### config.mk
export PLATFORM = sky130hd
export DESIGN_NAME = sdma_chan
export DESIGN_NICKNAME = d
export VERILOG_FILES = /design/src/rtl/sdma_pkg.sv /design/src/rtl/sdma_dpath.sv /design/src/rtl/sdma_ctrl.sv /design/src/rtl/sdma_chan.sv
export SDC_FILE = /design/constraint.sdc
export NUM_CORES = 1
export LEC_CHECK = 0
export ABC_CLOCK_PERIOD_IN_PS = 2800
export BUFFER_PORTS_ARGS = -buffer_cell sky130_fd_sc_hd__buf_4
export CORE_ASPECT_RATIO = 1.25
export CORE_MARGIN = 5
export CORE_UTILIZATION = 37
export CTS_CLUSTER_SIZE = 30
export DETAILED_ROUTE_END_ITERATION = 10
export SLEW_MARGIN = 40
export SYNTH_ARGS = -nofsm -noshare
export SYNTH_HDL_FRONTEND = slang
export SYNTH_SLANG_ARGS = --single-unit
### constraint.sdc
create_clock -name clk -period 2.8 [get_ports clk]
set_input_delay 0.7 -clock clk [delete_from_list [all_inputs] [get_ports clk]]
set_output_delay 0.7 -clock clk [all_outputs]
set_load 0.02 [all_outputs]
### src/rtl/sdma_pkg.sv
package sdma_pkg;

  localparam int unsigned SLOT_CTRL  = 0;
  localparam int unsigned SLOT_TXPTR = 1;
  localparam int unsigned SLOT_RXPTR = 2;
  localparam int unsigned SLOT_STAT  = 3;
  localparam int unsigned SLOT_MASK  = 4;

  typedef enum logic [1:0] {TX_IDLE, TX_REQ, TX_WAIT, TX_SEND} txState_e;

  // control -> datapath
  typedef struct packed {
    logic txPtrWr;
    logic rxPtrWr;
    logic txStart;
    logic txReq;
    logic txWordLd;
    logic txSend;
    logic txNext;
    logic txFinish;
    logic rxArmed;
  } dmaStrobe_t;

  // datapath -> control
  typedef struct packed {
    logic txOffZero;
    logic txLastWord;
    logic txLaneLast;
    logic txGntOk;
    logic rxHalf;
    logic rxEnd;
  } dmaStatus_t;

  function automatic logic [31:0] ptrDecode(input logic [31:0] r);
    return {r[2:0], r[31:3]};
  endfunction

  function automatic logic [31:0] ptrEncode(input logic [31:0] a);
    return {a[28:2], 2'b00, a[31:29]};
  endfunction

endpackage

### src/rtl/sdma_dpath.sv
module sdma_dpath
  import sdma_pkg::*;
#(
  parameter int unsigned PAGE_BITS = 12
) (
  input  logic        clk,
  input  logic        rstN,
  input  dmaStrobe_t  stb,
  input  logic [31:0] wrData,
  output dmaStatus_t  st,
  output logic [31:0] txPtr,
  output logic [31:0] rxPtr,
  output logic        memReq,
  output logic        memWe,
  output logic [31:0] memAddr,
  output logic [31:0] memWdata,
  output logic [3:0]  memBe,
  input  logic        memGnt,
  input  logic        memRvalid,
  input  logic [31:0] memRdata,
  output logic        txValid,
  input  logic        txReady,
  output logic [7:0]  txData,
  input  logic        rxValid,
  output logic        rxReady,
  input  logic [7:0]  rxData,
  input  logic        rxIdle
);
  localparam int unsigned HALF_BIT  = PAGE_BITS - 1;
  localparam logic [31:0] PAGE_MASK = (32'd1 << PAGE_BITS) - 32'd1;
  localparam int unsigned LANES     = 4;

  logic [31:0] txPtrQ, rxPtrQ, txCur, txWord, txDec, rxBase, rxNext, nextPage;
  logic [1:0]  txLane;
  logic [31:0] rxBuf;
  logic [2:0]  rxCnt;
  logic        rxPend, rxFlush, rxAccept, rxWrDone, idleEmpty;
  logic [3:0]  rxBe;

  assign txDec    = ptrDecode(txPtrQ);
  assign rxBase   = ptrDecode(rxPtrQ) & ~32'd3;
  assign rxNext   = rxBase + {29'd0, rxCnt};
  assign nextPage = (txCur | PAGE_MASK) + 32'd1;

  assign rxReady   = stb.rxArmed && !rxPend && !rxIdle;
  assign rxAccept  = rxValid && rxReady;
  assign rxWrDone  = rxPend && memGnt;
  assign idleEmpty = stb.rxArmed && !rxPend && rxIdle && (rxCnt == 3'd0);

  assign st.txOffZero  = (txDec[PAGE_BITS-1:0] == '0);
  assign st.txLastWord = &txCur[PAGE_BITS-1:2];
  assign st.txLaneLast = (txLane == 2'd3);
  assign st.txGntOk    = memGnt && !rxPend;
  assign st.rxHalf     = rxWrDone && (rxBase[HALF_BIT] != rxNext[HALF_BIT]);
  assign st.rxEnd      = (rxWrDone && (rxFlush || rxNext[PAGE_BITS-1:0] == '0)) || idleEmpty;

  assign txPtr = txPtrQ;
  assign rxPtr = rxPtrQ;

  // pointer registers: hardware updates win over bus writes
  always_ff @(posedge clk) begin
    if (!rstN) begin
      txPtrQ <= '0;
      rxPtrQ <= '0;
    end else begin
      if (stb.txFinish)     txPtrQ <= ptrEncode(nextPage);
      else if (stb.txPtrWr) txPtrQ <= wrData;
      if (rxWrDone)         rxPtrQ <= ptrEncode(rxNext);
      else if (stb.rxPtrWr) rxPtrQ <= wrData;
    end
  end

  // transmit word fetch and byte unpacking
  always_ff @(posedge clk) begin
    if (!rstN) begin
      txCur  <= '0;
      txWord <= '0;
      txLane <= '0;
    end else begin
      if (stb.txStart)     txCur <= txDec & ~32'd3;
      else if (stb.txNext) txCur <= txCur + 32'd4;
      if (stb.txWordLd) begin
        txWord <= memRdata;
        txLane <= 2'd0;
      end else if (stb.txSend && txReady) begin
        txLane <= txLane + 2'd1;
      end
    end
  end

  assign txValid = stb.txSend;
  assign txData  = txWord[{txLane, 3'b000} +: 8];

  // receive byte packing
  always_ff @(posedge clk) begin
    if (!rstN) begin
      rxBuf   <= '0;
      rxCnt   <= '0;
      rxPend  <= 1'b0;
      rxFlush <= 1'b0;
    end else if (rxWrDone) begin
      rxCnt   <= '0;
      rxPend  <= 1'b0;
      rxFlush <= 1'b0;
    end else if (rxAccept) begin
      rxBuf[{rxCnt[1:0], 3'b000} +: 8] <= rxData;
      rxCnt <= rxCnt + 3'd1;
      if (rxCnt == 3'd3) rxPend <= 1'b1;
    end else if (stb.rxArmed && !rxPend && rxIdle && rxCnt != 3'd0) begin
      rxPend  <= 1'b1;
      rxFlush <= 1'b1;
    end
  end

  for (genvar g = 0; g < LANES; g++) begin : g_be
    assign rxBe[g] = (rxCnt > 3'(g));
  end

  // single memory port, receive write first
  assign memReq   = rxPend || stb.txReq;
  assign memWe    = rxPend;
  assign memAddr  = rxPend ? rxBase : txCur;
  assign memWdata = rxBuf;
  assign memBe    = rxPend ? rxBe : 4'hF;

  a_r5_tx_hold: assert property (@(posedge clk) disable iff (!rstN)
    (txValid && !txReady) |=> (txValid && $stable(txData)));
  a_r14_wr_hold: assert property (@(posedge clk) disable iff (!rstN)
    (memReq && memWe && !memGnt) |=> (memReq && memWe && $stable(memAddr)));
  a_r10_be_contig: assert property (@(posedge clk) disable iff (!rstN)
    (memReq && memWe) |-> (memBe == 4'h1 || memBe == 4'h3 || memBe == 4'h7 || memBe == 4'hF));
  a_r9_stop_after_end: assert property (@(posedge clk) disable iff (!rstN)
    st.rxEnd |=> !rxReady);

endmodule

### src/rtl/sdma_ctrl.sv
module sdma_ctrl
  import sdma_pkg::*;
#(
  parameter int unsigned REG_AW = 8
) (
  input  logic              clk,
  input  logic              rstN,
  input  logic [REG_AW-1:0] regAddr,
  input  logic              regWr,
  input  logic [1:0]        wdataLo,
  input  logic [31:0]       txPtr,
  input  logic [31:0]       rxPtr,
  input  dmaStatus_t        st,
  input  logic              memRvalid,
  input  logic              txReady,
  output dmaStrobe_t        stb,
  output logic [31:0]       regRdata,
  output logic              irq
);
  localparam int unsigned SLOT_W = REG_AW - 4;

  logic [SLOT_W-1:0] slot;
  logic aligned, wrCtrl, wrTxp, wrRxp, wrStat, wrMask, txStartC;
  logic [1:0] ctrlQ, statQ, maskQ;
  logic rxArmedQ;
  txState_e txState, txNextState;

  assign aligned = (regAddr[3:0] == 4'd0);
  assign slot    = regAddr[REG_AW-1:4];
  assign wrCtrl  = regWr && aligned && slot == SLOT_W'(SLOT_CTRL);
  assign wrTxp   = regWr && aligned && slot == SLOT_W'(SLOT_TXPTR);
  assign wrRxp   = regWr && aligned && slot == SLOT_W'(SLOT_RXPTR);
  assign wrStat  = regWr && aligned && slot == SLOT_W'(SLOT_STAT);
  assign wrMask  = regWr && aligned && slot == SLOT_W'(SLOT_MASK);

  assign txStartC = wrCtrl && wdataLo[0] && (txState == TX_IDLE) && !st.txOffZero;

  always_comb begin
    stb         = '0;
    stb.txPtrWr = wrTxp;
    stb.rxPtrWr = wrRxp;
    stb.rxArmed = rxArmedQ;
    txNextState = txState;
    case (txState)
      TX_IDLE: if (txStartC) begin
        stb.txStart = 1'b1;
        txNextState = TX_REQ;
      end
      TX_REQ: begin
        stb.txReq = 1'b1;
        if (st.txGntOk) txNextState = TX_WAIT;
      end
      TX_WAIT: if (memRvalid) begin
        stb.txWordLd = 1'b1;
        txNextState  = TX_SEND;
      end
      TX_SEND: begin
        stb.txSend = 1'b1;
        if (txReady && st.txLaneLast) begin
          if (st.txLastWord) begin
            stb.txFinish = 1'b1;
            txNextState  = TX_IDLE;
          end else begin
            stb.txNext  = 1'b1;
            txNextState = TX_REQ;
          end
        end
      end
      default: txNextState = TX_IDLE;
    endcase
  end

  always_ff @(posedge clk) begin
    if (!rstN) begin
      txState  <= TX_IDLE;
      ctrlQ    <= '0;
      statQ    <= '0;
      maskQ    <= '0;
      rxArmedQ <= 1'b0;
    end else begin
      txState <= txNextState;
      if (wrCtrl) ctrlQ <= wdataLo;
      if (stb.txFinish) ctrlQ[0] <= 1'b0;
      if (wrCtrl) statQ[0] <= 1'b0;
      if (wrStat) statQ <= statQ & ~wdataLo;
      if (stb.txFinish) statQ[0] <= 1'b1;
      if (st.rxHalf) statQ[1] <= 1'b1;
      if (wrMask) maskQ <= wdataLo;
      if (st.rxEnd) rxArmedQ <= 1'b0;
      else if (wrCtrl && wdataLo[1]) rxArmedQ <= 1'b1;
    end
  end

  assign irq = |(statQ & maskQ);

  always_comb begin
    regRdata = '0;
    if (aligned) begin
      case (slot)
        SLOT_W'(SLOT_CTRL):  regRdata = {30'd0, ctrlQ};
        SLOT_W'(SLOT_TXPTR): regRdata = txPtr;
        SLOT_W'(SLOT_RXPTR): regRdata = rxPtr;
        SLOT_W'(SLOT_STAT):  regRdata = {30'd0, statQ};
        SLOT_W'(SLOT_MASK):  regRdata = {30'd0, maskQ};
        default:             regRdata = '0;
      endcase
    end
  end

  a_r7_tx_finish: assert property (@(posedge clk) disable iff (!rstN)
    stb.txFinish |=> (!ctrlQ[0] && statQ[0]));
  a_r4_ctrl_clear: assert property (@(posedge clk) disable iff (!rstN)
    (wrCtrl && !stb.txFinish) |=> !statQ[0]);
  a_r6_zero_offset: assert property (@(posedge clk) disable iff (!rstN)
    (wrCtrl && wdataLo[0] && st.txOffZero && txState == TX_IDLE) |=> (txState == TX_IDLE));
  a_r11_half_page: assert property (@(posedge clk) disable iff (!rstN)
    st.rxHalf |=> statQ[1]);
  a_r12_w1c: assert property (@(posedge clk) disable iff (!rstN)
    (wrStat && wdataLo[1] && !st.rxHalf) |=> !statQ[1]);

endmodule

### src/rtl/sdma_chan.sv
module sdma_chan
  import sdma_pkg::*;
#(
  parameter int unsigned REG_AW    = 8,
  parameter int unsigned PAGE_BITS = 12
) (
  input  logic              clk,
  input  logic              rstN,
  input  logic [REG_AW-1:0] regAddr,
  input  logic              regWr,
  input  logic [31:0]       regWdata,
  output logic [31:0]       regRdata,
  output logic              irq,
  output logic              memReq,
  output logic              memWe,
  output logic [31:0]       memAddr,
  output logic [31:0]       memWdata,
  output logic [3:0]        memBe,
  input  logic              memGnt,
  input  logic              memRvalid,
  input  logic [31:0]       memRdata,
  output logic              txValid,
  input  logic              txReady,
  output logic [7:0]        txData,
  input  logic              rxValid,
  output logic              rxReady,
  input  logic [7:0]        rxData,
  input  logic              rxIdle
);
  dmaStrobe_t  stb;
  dmaStatus_t  st;
  logic [31:0] txPtr, rxPtr;

  sdma_ctrl #(.REG_AW(REG_AW)) u_ctrl (
    .clk(clk), .rstN(rstN), .regAddr(regAddr), .regWr(regWr),
    .wdataLo(regWdata[1:0]), .txPtr(txPtr), .rxPtr(rxPtr), .st(st),
    .memRvalid(memRvalid), .txReady(txReady), .stb(stb),
    .regRdata(regRdata), .irq(irq)
  );

  sdma_dpath #(.PAGE_BITS(PAGE_BITS)) u_dpath (
    .clk(clk), .rstN(rstN), .stb(stb), .wrData(regWdata), .st(st),
    .txPtr(txPtr), .rxPtr(rxPtr), .memReq(memReq), .memWe(memWe),
    .memAddr(memAddr), .memWdata(memWdata), .memBe(memBe), .memGnt(memGnt),
    .memRvalid(memRvalid), .memRdata(memRdata), .txValid(txValid),
    .txReady(txReady), .txData(txData), .rxValid(rxValid), .rxReady(rxReady),
    .rxData(rxData), .rxIdle(rxIdle)
  );

endmodule

Word level (Yosys, flattened, before mapping)
Index checks and enable logic that the tools add are counted.
{"block": "op_classes", "add_sub_neg": 6, "n_eq_ne": 15, "n_shift": 3, "n_mux": 33, "order_cmp": 4, "bitwise_logic": 6, "reduce_logical": 52}
{"op": "2-to-1 mux 32 bit", "n": 8}
{"op": "one-hot mux 32 bit (5 select lines)", "n": 1}
{"op": "adder 32 x 1 -> 32 bit (second input constant)", "n": 1}
{"op": "adder 32 x 3 -> 32 bit", "n": 1}
{"op": "adder 32 x 3 -> 32 bit (second input constant)", "n": 1}
{"op": "bitwise mux 32 bit", "n": 1}
{"op": "variable shift 8 x 7 -> 32 bit (first input constant)", "n": 1}
{"op": "indexed part select 32 x 6 -> 8 bit", "n": 1}
{"op": "indexed part select 8 x 7 -> 32 bit", "n": 1}
{"op": "logical NOT 12 bit", "n": 2}
{"op": "logical AND 1 bit", "n": 22}
{"op": "2-to-1 mux 1 bit", "n": 14}
{"op": "2-to-1 mux 2 bit", "n": 6}
{"op": "OR reduction 2 bit", "n": 6}
{"op": "AND reduction 10 bit", "n": 1}
{"op": "nonzero test 2 bit", "n": 5}
{"op": "== test 4 x 2 -> 1 bit (second input constant)", "n": 2}
{"op": "logical NOT 4 bit", "n": 2}
{"op": "one-hot mux 2 bit (4 select lines)", "n": 1}
{"op": "negator 5 -> 7 bit", "n": 1}
{"op": "== test 2 bit (second input constant)", "n": 3}
{"op": "greater-than comparator 3 x 1 -> 1 bit (second input constant)", "n": 2}
{"op": "greater-than comparator 3 x 2 -> 1 bit (second input constant)", "n": 2}
{"op": "inequality test 2 bit (second input constant)", "n": 3}
{"op": "20 further kinds", "n": 31}
{"block": "totals", "out_inout_bits": 113, "regBits": 176, "word_cells": 138}

Depth between registers and ports, before layout
{"block": "depth", "ltp_word": 9, "mapped_depth": 9, "ltp_nobuf": 7}

Modules after synthesis
Synthesis repeated with hierarchy kept, for this count alone.
{"block": "hier_totals", "cells_unflattened": 1145, "hier_area_um2": 9579.2}
{"mod": "sdma_dpath", "seq_area_each_um2": 3303.2, "cells_per_inst": 992, "area_each_um2": 8448.1, "n_inst": 1}
{"mod": "sdma_ctrl", "seq_area_each_um2": 180.2, "cells_per_inst": 153, "area_each_um2": 1131.1, "n_inst": 1}

Worst setup path after synthesis
OpenSTA, ideal clock, no wires.
{"block": "synth_timing", "path_kind": "in2out", "from": "in regAddr[4]", "to": "out regRdata[10]", "required_time_ns": 2.100, "stages": 5, "path_buffers": 2, "setup_slack_ns": 0.050, "arrival_time_ns": 2.050, "cell_sequence": "buf_2 -> nor4b_4 -> clkbuf_1 -> a22oi_1 -> nor2_1"}
{"block": "synth_between", "elab_chain_cells": 3}
{"item": "start: declaration", "line": "sdma_chan.sv:9", "rtl": "input logic [REG_AW-1:0] regAddr,"}
{"item": "== test 4 x 3 -> 1 bit (tied with other cells)", "line": "sdma_ctrl.sv:99", "rtl": "case (slot)"}
{"item": "one-hot mux 32 bit (5 select lines) (*)", "line": "sdma_ctrl.sv:99"}
{"item": "2-to-1 mux 32 bit (*)", "line": "sdma_ctrl.sv:98", "rtl": "if (aligned) begin"}
{"item": "end: declaration", "line": "sdma_chan.sv:12", "rtl": "output logic [31:0] regRdata,"}
Mark *: on every way between the ends. The rest lies on a longest branch, timed or not.

Final worst setup path
{"block": "layout_timing", "from": "in regAddr[1]", "to": "out regRdata[29]"}
{"block": "layout_between", "elab_chain_cells": 2}
{"item": "logical NOT 4 bit", "line": "sdma_ctrl.sv:28", "rtl": "assign aligned = (regAddr[3:0] == 4'd0);"}
{"item": "2-to-1 mux 32 bit", "line": "sdma_ctrl.sv:98"}
No other way between the ends.

==> metrics.txt <==
Initial Utilization=~38%; Synth Register Bits=174; unrepaired setup endpoints after global routing=true; Core ar.=around 25000 sq um; PD cells=about 430 nW/um^2; Tmin final=about 2700 ps; Synth area leaders=dfxtp_1, nand2_1, a21oi_1; Post-synth EDFFs=0; row count=65; VDD IR max=418 uV; Total GRT Usage=23.1%; outcome=finished, final reports clean; share of post-route cells with drive strength above 1=about a quarter; clk slew on worst S/H paths=about 70 ps; total wire length=between 30000 and 40000 um; root buffer cell=clkbuf_16; largest net degree at the start of global routing=77; Rel. slew slack=61.9%; Hold Vio Cnt, Final=0; count of non-filler cells in the finished layout=1716; Die X=around 150 um; area delta synth->final=27.0%; startpoint types=input pin; antenna violations before repair=0; H-tree depth=4; nets=1472; sequential area share after synthesis=a little under two fifths; post-synthesis simple-gate area fraction=26.3%; Worst-Margin Slew=between 500 and 600 ps; DRT Pass-1 Iters=5; setup bufs post-CTS=0; n_diodes=0; fin crit share=slightly below 100%; largest family of logic cells by synthesized area=simple AND/OR/NAND/NOR gates; R2R setup slack=480 ps; RR Endpoint=u_dpath.rxPtr[27]; CP Class=in -> out; Worst Hold Endpoint=u_dpath.txWord[30]; unique cell type count in the Yosys netlist=a little under 70; DIE AREA=29000 sq um; ys flop type=dfxtp_1; routed len/inst=around 20 um; Max Fclk=around 0.37 GHz; total grt overflow=0; 1st-iter DRT viols=approximately 730; CTS resizes=0; worst reg2reg path startpoint=u_dpath.rxPtr[5]; Synth Warn #=0; Syn Inst Count=between 1000 and 1500; via count=between 9000 and 10000; asr flop ratio synth=0%; WHS Path Cells=2; vias per inst=roughly 5.7; DRC Markers=0; worst hold start=u_dpath.txWord[30]; Pleak=4.60 nW; PortBufs=198; Final ANT Viol Nets=0; XOR/XNOR share of the synthesized area=~3.3%; critical path arrival=approximately 2000 ps; mux cell area share after synthesis=7.81%; max_cap viols=0; Final HPWL DP=approximately 25000 um; Post-Route Utilization=about 48%; hold_buf cts=0; Max clock buf depth=2; placed cells=1684; Worst-Skew Late Latency=~440 ps; clock tree from TritonCTS=built; Avg Inst Size Synth=about 7.9 sq um; vias in the first global route=between 9000 and 10000; Ports=roughly 200; post-synthesis adder-cell area fraction=2.11%; WP data required=about 2100 ps; Setup violations, final=0; skew final=8.59 ps; FILL cells=approximately 2500; Synth Cell Area=9500 sq um; setup TNS=0 ps; Compound-Gate Fraction of Synth Area=a little under a fifth; Die Y=roughly 190 um; RePlAce Congestion=0.895; Worst setup EP type=output port; post-synth top area share=36.7%; clk sinks=about 170; hold crit path type=reg -> reg; worst-path fanout max=19; first-pass GRT wire length=~54000 um; largest area contributor in the synthesized netlist=dfxtp_1; Slew Limit Fails=0; TritonCTS buffer count=17; reg2reg path depth=8
[worst max-delay path by stage]
stage | start | cells past startpoint | slack [ps] | to
after floorplan | regAddr[4] | 5 | 50 | regRdata[10]
after global placement | regAddr[1] | 8 | -7 | u_dpath.txCur[9]
after detailed placement | regAddr[1] | 8 | 10 | u_dpath.txCur[9]
after CTS | regAddr[1] | 7 | 20 | regRdata[12]
after global routing | regAddr[1] | 7 | 20 | regRdata[15]
final | regAddr[1] | 7 | 80 | regRdata[29]
[metrics by stage]
stage / total power (W) / setup slack (ps) / area [sq um] / hold WS, ps
6_report: 0.00522 / 80.7 / 12100 / 454
4_1_cts: 0.00527 / 19.4 / 12000 / 456
3_3_place_gp: 0.00278 / -6.74 / 11400 / 438
5_1_grt: 0.00538 / 15.9 / 12100 / 471
3_5_place_dp: 0.00278 / 10.3 / 11400 / 446
2_1_floorplan: 0.00261 / 49.8 / 9500 / 433
[final cells by class]
cell class,instances,area [sq um],share of cell area (%)
well taps,335,419,3.48
clock buffers,18,429,3.56
repair buffers,248,1930,16.0
clock inverters,14,180,1.49
inverters,16,61.3,0.508
multi-input cells,911,5560,46.1
flip-flops and latches,174,3480,28.9
[synth_stat cells (all sizes together), types with 3 or more instances]
cell type,number
nand2,232
dfxtp,174
a21oi,131
nor2,90
nand3,84
clkbuf,62
buf,34
mux2,33
a22oi,31
o21ai,24
nor4,23
nand4,21
a211oi,20
xnor2,20
mux2i,19
nor3,17
ha,16
inv,16
xor2,16
and3,13
a31oi,10
and4,10
o211a,10
or3,9
a311oi,8
mux4,8
o211ai,7
and2,6
nor3b,4
o21a,4
o221ai,4
a2bb2oi,3
a31o,3
a41oi,3
[cell families (layout without fill, tap and decap cells)]
kind of cell / count (synthesis) / in the layout
flops: 174 / 174
compound gates: 278 / 278
buf+inv: 112 / 296
mux: 60 / 60
fa+ha+maj: 16 / 16
other cells: 1 / 2
xor+xnor: 36 / 36
simple gates: 519 / 519
[critical path, cell delays in order]
cell and delay (ps):
buf_4 110, or4_4 540, nor2_2 110, nand2_2 100
buf_12 180, nor2_1 120, buf_4 150
[where the power goes]
group | total (W) | switching (W) | internal, W
clock network | 0.00250 | 0.00107 | 0.00142
logic | 0.000249 | 0.000142 | 0.000107
registers | 0.00248 | 0.00000220 | 0.00247
total | 0.00522 | 0.00122 | 0.00400
[flip-flops by register name (all words and copies together), names as in the netlist, 3 cells and up]
name,flops
u_dpath.memWdata,32
u_dpath.rxPtr,32
u_dpath.txPtr,32
u_dpath.txWord,32
u_dpath.txCur,30
u_dpath.rxCnt,3
[placed cells by master (no fill, tap or decap), drive strengths merged, types with 18 or more instances in the layout]
cell	synthesis	final
a211oi	20	20
clkbuf	62	18
mux2	33	33
nand4	21	21
nand3	84	84
a22oi	31	31
nor4	23	23
o21ai	24	24
dfxtp	174	174
xnor2	20	20
buf	34	248
nor2	90	90
mux2i	19	19
nand2	232	232
a21oi	131	131
inv	16	20
[metal layers]
layer | global-route usage, % | vias up | wire length (um)
li1 | - | 4625 | -
met1 | 28.9 | 4638 | 14100
met2 | 37.9 | 419 | 16100
met3 | 5.53 | 77 | 2670
met4 | 10.1 | 0 | 1260
met5 | 0 | - | 0
Note: power is estimated with default switching activity, not from simulation.
